`config.mk`:
```
export PLATFORM = sky130hd
export DESIGN_NAME = scan_irq_counter
export DESIGN_NICKNAME = d
export VERILOG_FILES = /design/src/rtl/scan_irq_pkg.sv /design/src/rtl/sirq_cmd_decode.sv /design/src/rtl/sirq_ctrl_regs.sv /design/src/rtl/sirq_counter_fsm.sv /design/src/rtl/scan_irq_counter.sv
export SDC_FILE = /design/constraint.sdc
export NUM_CORES = 1
export LEC_CHECK = 0
export ABC_AREA = 1
export CAP_MARGIN = 20
export CORE_MARGIN = 2
export CORE_UTILIZATION = 40
export CTS_CLUSTER_SIZE = 16
export DETAILED_ROUTE_END_ITERATION = 10
export DONT_BUFFER_PORTS = 1
export PLACE_DENSITY = 0.57
export SETUP_SLACK_MARGIN = 0.05
export SYNTH_ARGS = -nofsm -noshare
export SYNTH_HDL_FRONTEND = slang
export SYNTH_SLANG_ARGS = --single-unit
```
`constraint.sdc`:
```
create_clock -name clk -period 2.4 [get_ports clk]
set_input_delay 0.24 -clock clk [delete_from_list [all_inputs] [get_ports clk]]
set_output_delay 0.24 -clock clk [all_outputs]
set_load 0.005 [all_outputs]
```
`src/rtl/scan_irq_pkg.sv`:
```
package scan_irq_pkg;

    localparam logic [15:0] DEC_MASK    = 16'hE001;
    localparam logic [15:0] ADR_PRESET  = 16'hC000;
    localparam logic [15:0] ADR_RELOAD  = 16'hC001;
    localparam logic [15:0] ADR_DISARM  = 16'hE000;
    localparam logic [15:0] ADR_ARM     = 16'hE001;

    typedef enum logic [2:0] {
        CMD_NONE,
        CMD_PRESET,
        CMD_RELOAD,
        CMD_DISARM,
        CMD_ARM
    } cmd_e;

    typedef enum logic {
        CNT_LIVE,
        CNT_SPENT
    } cnt_state_e;

endpackage

```
`src/rtl/sirq_cmd_decode.sv`:
```
module sirq_cmd_decode
    import scan_irq_pkg::*;
#(
    parameter int ADDR_W = 16
) (
    input  logic              we,
    input  logic [ADDR_W-1:0] addr,
    output cmd_e              cmd
);
    localparam logic [ADDR_W-1:0] MASK = ADDR_W'(DEC_MASK);

    logic [ADDR_W-1:0] masked;

    always_comb begin
        masked = addr & MASK;
        cmd    = CMD_NONE;
        if (we) begin
            unique case (masked)
                ADDR_W'(ADR_PRESET): cmd = CMD_PRESET;
                ADDR_W'(ADR_RELOAD): cmd = CMD_RELOAD;
                ADDR_W'(ADR_DISARM): cmd = CMD_DISARM;
                ADDR_W'(ADR_ARM):    cmd = CMD_ARM;
                default:             cmd = CMD_NONE;
            endcase
        end
    end
endmodule

```
`src/rtl/sirq_ctrl_regs.sv`:
```
module sirq_ctrl_regs
    import scan_irq_pkg::*;
#(
    parameter int DATA_W = 8
) (
    input  logic              clk,
    input  logic              rst_n,
    input  cmd_e              cmd,
    input  logic [DATA_W-1:0] wdata,
    input  logic              tick,
    output logic              load_req,
    output logic [DATA_W-1:0] load_val,
    output logic              en_post,
    output logic              ack,
    output logic              en_q
);
    logic [DATA_W-1:0] preset_q, preset_d;
    logic              quick_q, quick_d;
    logic              pend_q, pend_d;
    logic              en_d;

    // write effects first; the tick then only clears quick-load mode
    always_comb begin
        preset_d = preset_q;
        quick_d  = quick_q;
        pend_d   = pend_q;
        en_d     = en_q;
        load_req = 1'b0;
        load_val = preset_q;
        ack      = 1'b0;
        unique case (cmd)
            CMD_PRESET: begin
                preset_d = wdata;
                load_val = wdata;
                if (quick_q) begin
                    load_req = 1'b1;
                    pend_d   = 1'b0;
                end else begin
                    pend_d   = 1'b1;
                end
            end
            CMD_RELOAD: load_req = 1'b1;
            CMD_DISARM: begin
                en_d    = 1'b0;
                ack     = 1'b1;
                quick_d = 1'b1;
            end
            CMD_ARM: begin
                en_d     = 1'b1;
                load_req = pend_q;
            end
            default: ;
        endcase
        if (tick) quick_d = 1'b0;
        en_post = en_d;
    end

    always_ff @(posedge clk or negedge rst_n) begin
        if (!rst_n) begin
            preset_q <= '0;
            quick_q  <= 1'b0;
            pend_q   <= 1'b0;
            en_q     <= 1'b0;
        end else begin
            preset_q <= preset_d;
            quick_q  <= quick_d;
            pend_q   <= pend_d;
            en_q     <= en_d;
        end
    end
endmodule

```
`src/rtl/sirq_counter_fsm.sv`:
```
module sirq_counter_fsm
    import scan_irq_pkg::*;
#(
    parameter int DATA_W = 8
) (
    input  logic              clk,
    input  logic              rst_n,
    input  logic              load_req,
    input  logic [DATA_W-1:0] load_val,
    input  logic              tick,
    input  logic              en_post,
    input  logic              ack,
    output logic              irq_req,
    output logic              spent
);
    cnt_state_e        state_q, state_d, base_state;
    logic [DATA_W-1:0] cnt_q, cnt_d, base_cnt;
    logic              underflow;
    logic              irq_d;

    // state register
    always_ff @(posedge clk or negedge rst_n) begin
        if (!rst_n) begin
            state_q <= CNT_LIVE;
            cnt_q   <= '0;
        end else begin
            state_q <= state_d;
            cnt_q   <= cnt_d;
        end
    end

    // next state: a load applies first, the tick acts on the loaded value
    always_comb begin
        base_state = load_req ? CNT_LIVE : state_q;
        base_cnt   = load_req ? load_val : cnt_q;
        state_d    = base_state;
        cnt_d      = base_cnt;
        underflow  = 1'b0;
        unique case (base_state)
            CNT_LIVE: begin
                if (tick) begin
                    if (base_cnt == '0) begin
                        state_d   = CNT_SPENT;
                        underflow = 1'b1;
                    end else begin
                        cnt_d = base_cnt - 1'b1;
                    end
                end
            end
            CNT_SPENT: ;
            default: state_d = CNT_LIVE;
        endcase
    end

    // outputs
    always_comb irq_d = (irq_req && !ack) || (underflow && en_post);

    always_ff @(posedge clk or negedge rst_n) begin
        if (!rst_n) irq_req <= 1'b0;
        else        irq_req <= irq_d;
    end

    assign spent = (state_q == CNT_SPENT);
endmodule

```
`src/rtl/scan_irq_counter.sv`:
```
module scan_irq_counter
    import scan_irq_pkg::*;
#(
    parameter int ADDR_W = 16,
    parameter int DATA_W = 8
) (
    input  logic              clk,
    input  logic              rst_n,
    input  logic              cpu_we,
    input  logic [ADDR_W-1:0] cpu_addr,
    input  logic [DATA_W-1:0] cpu_wdata,
    input  logic              line_tick,
    output logic              irq_req
);
    cmd_e              cmd;
    logic              load_req;
    logic [DATA_W-1:0] load_val;
    logic              en_post;
    logic              ack;
    logic              en_q;
    logic              spent;

    sirq_cmd_decode #(.ADDR_W(ADDR_W)) u_dec (
        .we   (cpu_we),
        .addr (cpu_addr),
        .cmd  (cmd)
    );

    sirq_ctrl_regs #(.DATA_W(DATA_W)) u_regs (
        .clk      (clk),
        .rst_n    (rst_n),
        .cmd      (cmd),
        .wdata    (cpu_wdata),
        .tick     (line_tick),
        .load_req (load_req),
        .load_val (load_val),
        .en_post  (en_post),
        .ack      (ack),
        .en_q     (en_q)
    );

    sirq_counter_fsm #(.DATA_W(DATA_W)) u_cnt (
        .clk      (clk),
        .rst_n    (rst_n),
        .load_req (load_req),
        .load_val (load_val),
        .tick     (line_tick),
        .en_post  (en_post),
        .ack      (ack),
        .irq_req  (irq_req),
        .spent    (spent)
    );
endmodule

```
# Word level (Yosys, flattened, before mapping)
# Index checks and enable logic that the tools add are counted.
[totals]
out_inout_bits = 1
wordCells = 41
register_bits = 21
[classes]
reduce_logical = 6
n_mux = 19
addsub = 1
n_eq_ne = 8
[op_table]
columns = ["cell", "n"]
rows = [
  ["8-bit two-way mux", 5],
  ["4-bit == test, second input constant", 4],
  ["3-bit case mux with 4 select lines", 1],
  ["1-bit two-way mux", 10],
  ["8-bit zero test", 1],
  ["8-bit by 1-bit subtractor with 8-bit output, second input constant", 1],
  ["3-bit by 2-bit == test with 1-bit output, second input constant", 2],
  ["3-bit by 1-bit == test with 1-bit output, second input constant", 1],
  ["3-bit == test, second input constant", 1],
  ["3-bit two-way mux", 1],
  ["1-bit case mux with 3 select lines", 1],
  ["1-bit logical AND", 2],
  ["1-bit case mux with 2 select lines", 1],
  ["2-bit nonzero test", 1],
  ["1-bit zero test", 1],
  ["1-bit logical OR", 1],
]

# Longest topological paths before layout
[depth]
depth_word = 12
ltp_mapped = 16
depth_no_buf = 15

# Modules after synthesis
# A second synthesis with hierarchy kept.
[unflattened]
cells_unflattened = 181
hier_area_um2 = 1363.8
[modules_own_cells]
columns = ["module", "area_per_inst_um2", "n_inst", "cells_each", "seq_area_each_um2"]
rows = [
  ["sirq_counter_fsm", 813.3, 1, 118, 250.2],
  ["sirq_ctrl_regs", 513.0, 1, 54, 275.3],
  ["sirq_cmd_decode", 37.5, 1, 9, 0.0],
]

# Worst setup path after synthesis
# Ideal clock, no wire load.
[synth_timing]
kind = "input to register"
from = "input port cpu_we"
to = "register u_cnt.cnt_q[0]"
required_time_ns = 2.284
slack_ns = 0.650
stages = 15
path_buffers = 1
arrival_ns = 1.634
cell_sequence = "inv_1 > nor2_8 > nand3_4 > nand2_4 > buf_12 > nand2_2 > nand2_2 > ha_1 > inv_1 > nor2_1 > nand2_2 > nor2_2 > nor2_1 > nand2_1 > nand2_1"
[synth_via]
elab_chain_cells = 8
word_cells_on_any_way = 13
classes_between = "add/sub (1); eq/ne (3); mux (8); reduce/logical (1)"
[synth_lines]
columns = ["item", "line_no", "source"]
rows = [
  ["from (decl)", "scan_irq_counter.sv:9", "input logic cpu_we,"],
  ["3-bit two-way mux (*)", "sirq_cmd_decode.sv:17", "if (we) begin"],
  ["3-bit == test (tied with other cells)", "sirq_ctrl_regs.sv:31", "unique case (cmd)"],
  ["1-bit case mux with 3 select lines / 8-bit two-way mux (equally long branches)", "--", ""],
  ["8-bit two-way mux", "sirq_counter_fsm.sv:35", "base_cnt = load_req ? load_val : cnt_q;"],
  ["8-bit by 1-bit subtractor with 8-bit output / 8-bit zero test (equally long branches)", "sirq_counter_fsm.sv:46, sirq_counter_fsm.sv:42", ""],
  ["8-bit two-way mux", "sirq_counter_fsm.sv:42", "if (base_cnt == '0) begin"],
  ["8-bit two-way mux", "sirq_counter_fsm.sv:41", "if (tick) begin"],
  ["8-bit two-way mux (*)", "sirq_counter_fsm.sv:39", "unique case (base_state)"],
  ["via u_cnt.cnt_d[0]", "sirq_counter_fsm.sv:17", "logic [DATA_W-1:0] cnt_q, cnt_d, base_cnt;"],
  ["to (signal assigned)", "sirq_counter_fsm.sv:28", "cnt_q <= cnt_d;"],
  ["to (decl)", "sirq_counter_fsm.sv:17", ""],
]
# Mark *: on every way through the listed nets, which the timed path passes. The rest lies on a longest branch.
# A chain may end at the register's enable or synchronous reset.

# Worst setup path in the final report
[layout_timing]
from = "register u_regs.quick_q"
to = "register u_cnt.cnt_q[1]"
[layout_via]
elab_chain_cells = 7
word_cells_on_any_way = 9
classes_between = "add/sub (1); mux (7); reduce/logical (1)"
[layout_lines]
columns = ["item", "line_no", "source"]
rows = [
  ["from (decl)", "sirq_ctrl_regs.sv:18", "logic quick_q, quick_d;"],
  ["from (signal assigned)", "sirq_ctrl_regs.sv:66", "quick_q <= quick_d;"],
  ["1-bit two-way mux (*)", "sirq_ctrl_regs.sv:35", "if (quick_q) begin"],
  ["1-bit case mux with 3 select lines (*)", "sirq_ctrl_regs.sv:31", ""],
  ["8-bit two-way mux", "sirq_counter_fsm.sv:35", ""],
  ["8-bit by 1-bit subtractor with 8-bit output / 8-bit zero test (equally long branches)", "sirq_counter_fsm.sv:46, sirq_counter_fsm.sv:42", ""],
  ["8-bit two-way mux", "sirq_counter_fsm.sv:42", ""],
  ["8-bit two-way mux", "sirq_counter_fsm.sv:41", ""],
  ["8-bit two-way mux (*)", "sirq_counter_fsm.sv:39", ""],
  ["via u_cnt.cnt_d[1]", "sirq_counter_fsm.sv:17", ""],
]
# Marks and branches as above.

==> results_dict.tcl <==
set metrics [dict create \
    ys_seq_elements 21 \
    worstHoldPathCells 2 \
    drt_iter0_markers 40 \
    r2r_end "u_cnt.cnt_q[1]$_DFF_PN0_" \
    netlist_top_cells_area "dfrtp_1 (36%), nand2_1 (14%), inv_1 (7.2%)" \
    power.leakage_uw 0.000788 \
    clkTransAtPathRegs_ps 130 \
    fp.dieW_um 64.4 \
    synth_fp_nets 213 \
    place_congestion 0.765 \
    power_uw 1240 \
    gr-total-overflow 0 \
    num_io_pins 29 \
    async_flop_share 1.00 \
    clock.fmax_ghz 0.498 \
    slew_viol_final 0 \
    route.detailed.drc 0 \
    slowest_stage "dfrtp_1" \
    cts_tree "yes" \
    dpl_cell_area_mm2 0.00148 \
    synth.largest_area_cell "dfrtp_1" \
    grt_pass1_vias 1092 \
    max_stage_delay_ps 400 \
    fin_skew_ps 9.88 \
    hold_viol 0 \
    synth_warnings 0 \
    ir_drop_mv 0.249 \
    ant_nets 0 \
    mappedNetlistArea_mm2 0.00146 \
    rsz0062_at_grt "no" \
    clkSinkCount 21 \
    synth_top_cell_area_share 0.360 \
    ys_types 26 \
    place_ws_ps 322 \
    layout.nets 217 \
    path_buf_inv 3 \
    outcome "complete, no violations" \
    crit_path_frequent_cell "nand2_1" \
    row_count 21 \
    drt-met1-wl_um 1140 \
    grt_start_max_net_pins 22 \
    final-setup-viol-count 0 \
    whs_endpoint "u_cnt.spent$_DFF_PN0_" \
    drive_above_1_share 0.220 \
    synth.most_common_cell "nand2_1" \
    post_cts_resized 0 \
    antenna_found_initial 0 \
    worstPathMaxFanout 11 \
    path_cells "inv_1, nand2_1, nand3_4, nand2_4, inv_1, nand2_1, nand2_2, ha_1, inv_1, nor2_1, nand2_2, nor2_2, nor2_1, nand2_1, nand2_1" \
    highest_layer "met4" \
    r2r_start "u_regs.quick_q$_DFFE_PN0P_" \
    fin_area_mm2 0.00153 \
    dieArea_mm2 0.00415 \
    grt_pass1_wl_um 4690 \
    worstHoldStart "line_tick" \
    intPower_uw 733 \
    totalNegativeSetupSlack_ps 0 \
    synth_enable_flop_cells 0 \
    sw_frac_of_total 0.410 \
    initial_utilization 0.427 \
    portBuffers 0 \
    netlist_top_cells_count "nand2_1 (54), inv_1 (28), dfrtp_1 (21), nand2_2 (16), nand3b_1 (11)" \
    cp.required_ps 2620 \
    p_per_area_mw_per_mm2 814 \
    period_needed_ps 2010 \
    hpwlAfterDp_um 2020 \
    hold_class "in2reg" \
    wire_per_inst_um 11.0 \
    synth_cells 183 \
    crit_arrival_ps 2220 \
    relSlewSlack 0.349 \
    core_region_area_mm2 0.00342 \
    first_pass_iters 4 \
    period_share 0.837 \
    fp.dieH_um 64.4 \
    worst_pin_slew_ps 973 \
    viasPerCell 4.65 \
    routed_wl_um 2550 \
    syn_avg_cell_area_um2 7.97 \
    n_fill_cell 369 \
    comb_power_share 0.464 \
    finalWorstSetupSlack_ps 392 \
    area_growth_pct 4.55 \
    worst-r2r-cell-count 15 \
    maxCapViolCount 0 \
    power_frac_clock 0.140 \
    cts_buffers 3 \
    path_class "reg2reg" \
    met3_length_um 97 \
    h-tree-depth 1 \
    start_kind "register" \
    endpoint_kind "register" \
    vias 1079 \
    cts_buffer_depth 2 \
    net-switching-power_uw 509 \
    track_usage 0.144 \
    critPathTopFamily "simple AND/OR/NAND/NOR gates" \
    seqPwrFrac 0.397 \
    seq_area_frac_synth 0.360 \
    rrSetupSlack_ps 390 \
    cts_root_buf "clkbuf_4" \
    yosys_most_used_dff "dfrtp_1" \
    diodes 0 \
    wl_met2_um 1270 \
    clock_latency_ps 310 \
]
per-layer routing:
layer,up-vias,GRT usage
li1,565,-
met1,496,0.173
met2,16,0.251
met3,2,0.0229
met4,0,0.0638
met5,-,0
worst reg2reg max path, stage by stage (launching register included):
cell     delay (ps)
dfrtp_1         400
inv_1            70
nand2_1          80
nand3_4         160
nand2_4         120
inv_1           140
nand2_1          80
nand2_2         120
ha_1            160
inv_1            70
nor2_1          130
nand2_2          70
nor2_2          140
nor2_1           70
nand2_1          60
nand2_1          50
state kept, by name, indices dropped and copies added, names as in the netlist:
register / cells
u_cnt.cnt_q: 8
u_regs.pend_q: 1
u_regs.en_q: 1
u_regs.quick_q: 1
u_regs.preset_q: 8
u_cnt.spent: 1
u_cnt.irq_req: 1
power groups by stage:
stage / combinational (uW) / clock [uW] / sequential (uW)
after floorplan: 499 / 0 / 493
after detailed placement: 573 / 0 / 501
final: 576 / 173 / 493
after global routing: 662 / 191 / 500
after global placement: 554 / 0 / 497
after CTS: 585 / 180 / 492
stage by stage:
stage | hold WS (ps) | cells | util
after global routing | 29.6 | 232 | 0.447
after detailed placement | -55.0 | 226 | 0.433
after floorplan | -55.6 | 183 | -
final | 39.0 | 232 | 0.447
after global placement | -55.0 | 226 | 0.433
after CTS | 30.8 | 232 | 0.447
kinds of logic (layout without fill, tap and decap cells):
family | Yosys count | after routing | share of synthesized area
adders and majority gates | 2 | 2 | 0.0171
xor gates and xnor gates | 3 | 3 | 0.0180
and+or+nand+nor | 118 | 118 | 0.473
buffers and inverters | 32 | 35 | 0.101
AOI/OAI and AO/OA | 7 | 7 | 0.0300
DFF | 21 | 21 | 0.360
area by class of cell:
class | instances | area, um^2 | area share
Multi-Input combinational cell | 130 | 786 | 0.515
Sequential cell | 21 | 526 | 0.345
Inverter | 29 | 109 | 0.0714
Tap cell | 46 | 57.6 | 0.0377
Clock buffer | 3 | 22.5 | 0.0148
Timing Repair Buffer | 2 | 20.0 | 0.0131
Clock inverter | 1 | 5.00 | 0.00328
worst max-delay path by stage:
stage / startpoint / end / slack [ps] / cells past startpoint
5_1_grt: u_regs.quick_q$_DFFE_PN0P_ / u_cnt.cnt_q[0]$_DFF_PN0_ / 150 / 15
6_report: u_regs.quick_q$_DFFE_PN0P_ / u_cnt.cnt_q[1]$_DFF_PN0_ / 390 / 15
2_1_floorplan: cpu_we / u_cnt.cnt_q[0]$_DFF_PN0_ / 650 / 15
3_3_place_gp: cpu_we / u_cnt.cnt_q[1]$_DFF_PN0_ / 370 / 15
3_5_place_dp: cpu_we / u_cnt.cnt_q[1]$_DFF_PN0_ / 320 / 15
4_1_cts: u_regs.quick_q$_DFFE_PN0P_ / u_cnt.cnt_q[1]$_DFF_PN0_ / 360 / 15
cells in the final DEF (no fill, tap or decap), drive strengths merged:
master,instances
nand3,14
o21ai,3
a31oi,1
clkbuf,3
dfrtp,21
nor2,16
xor2,3
nand2,76
nand3b,11
nand4,1
ha,2
dlygate4sd3,2
a21oi,3
clkinv,2
inv,28
timing repair:
item / in CTS / in global routing
hold buffers: 2 / 0
setup endpoints to repair: 0 / 0
hold endpoints to repair: 22 / 0
setup buffers: 0 / 0
Power figures use the tool's default switching activity.
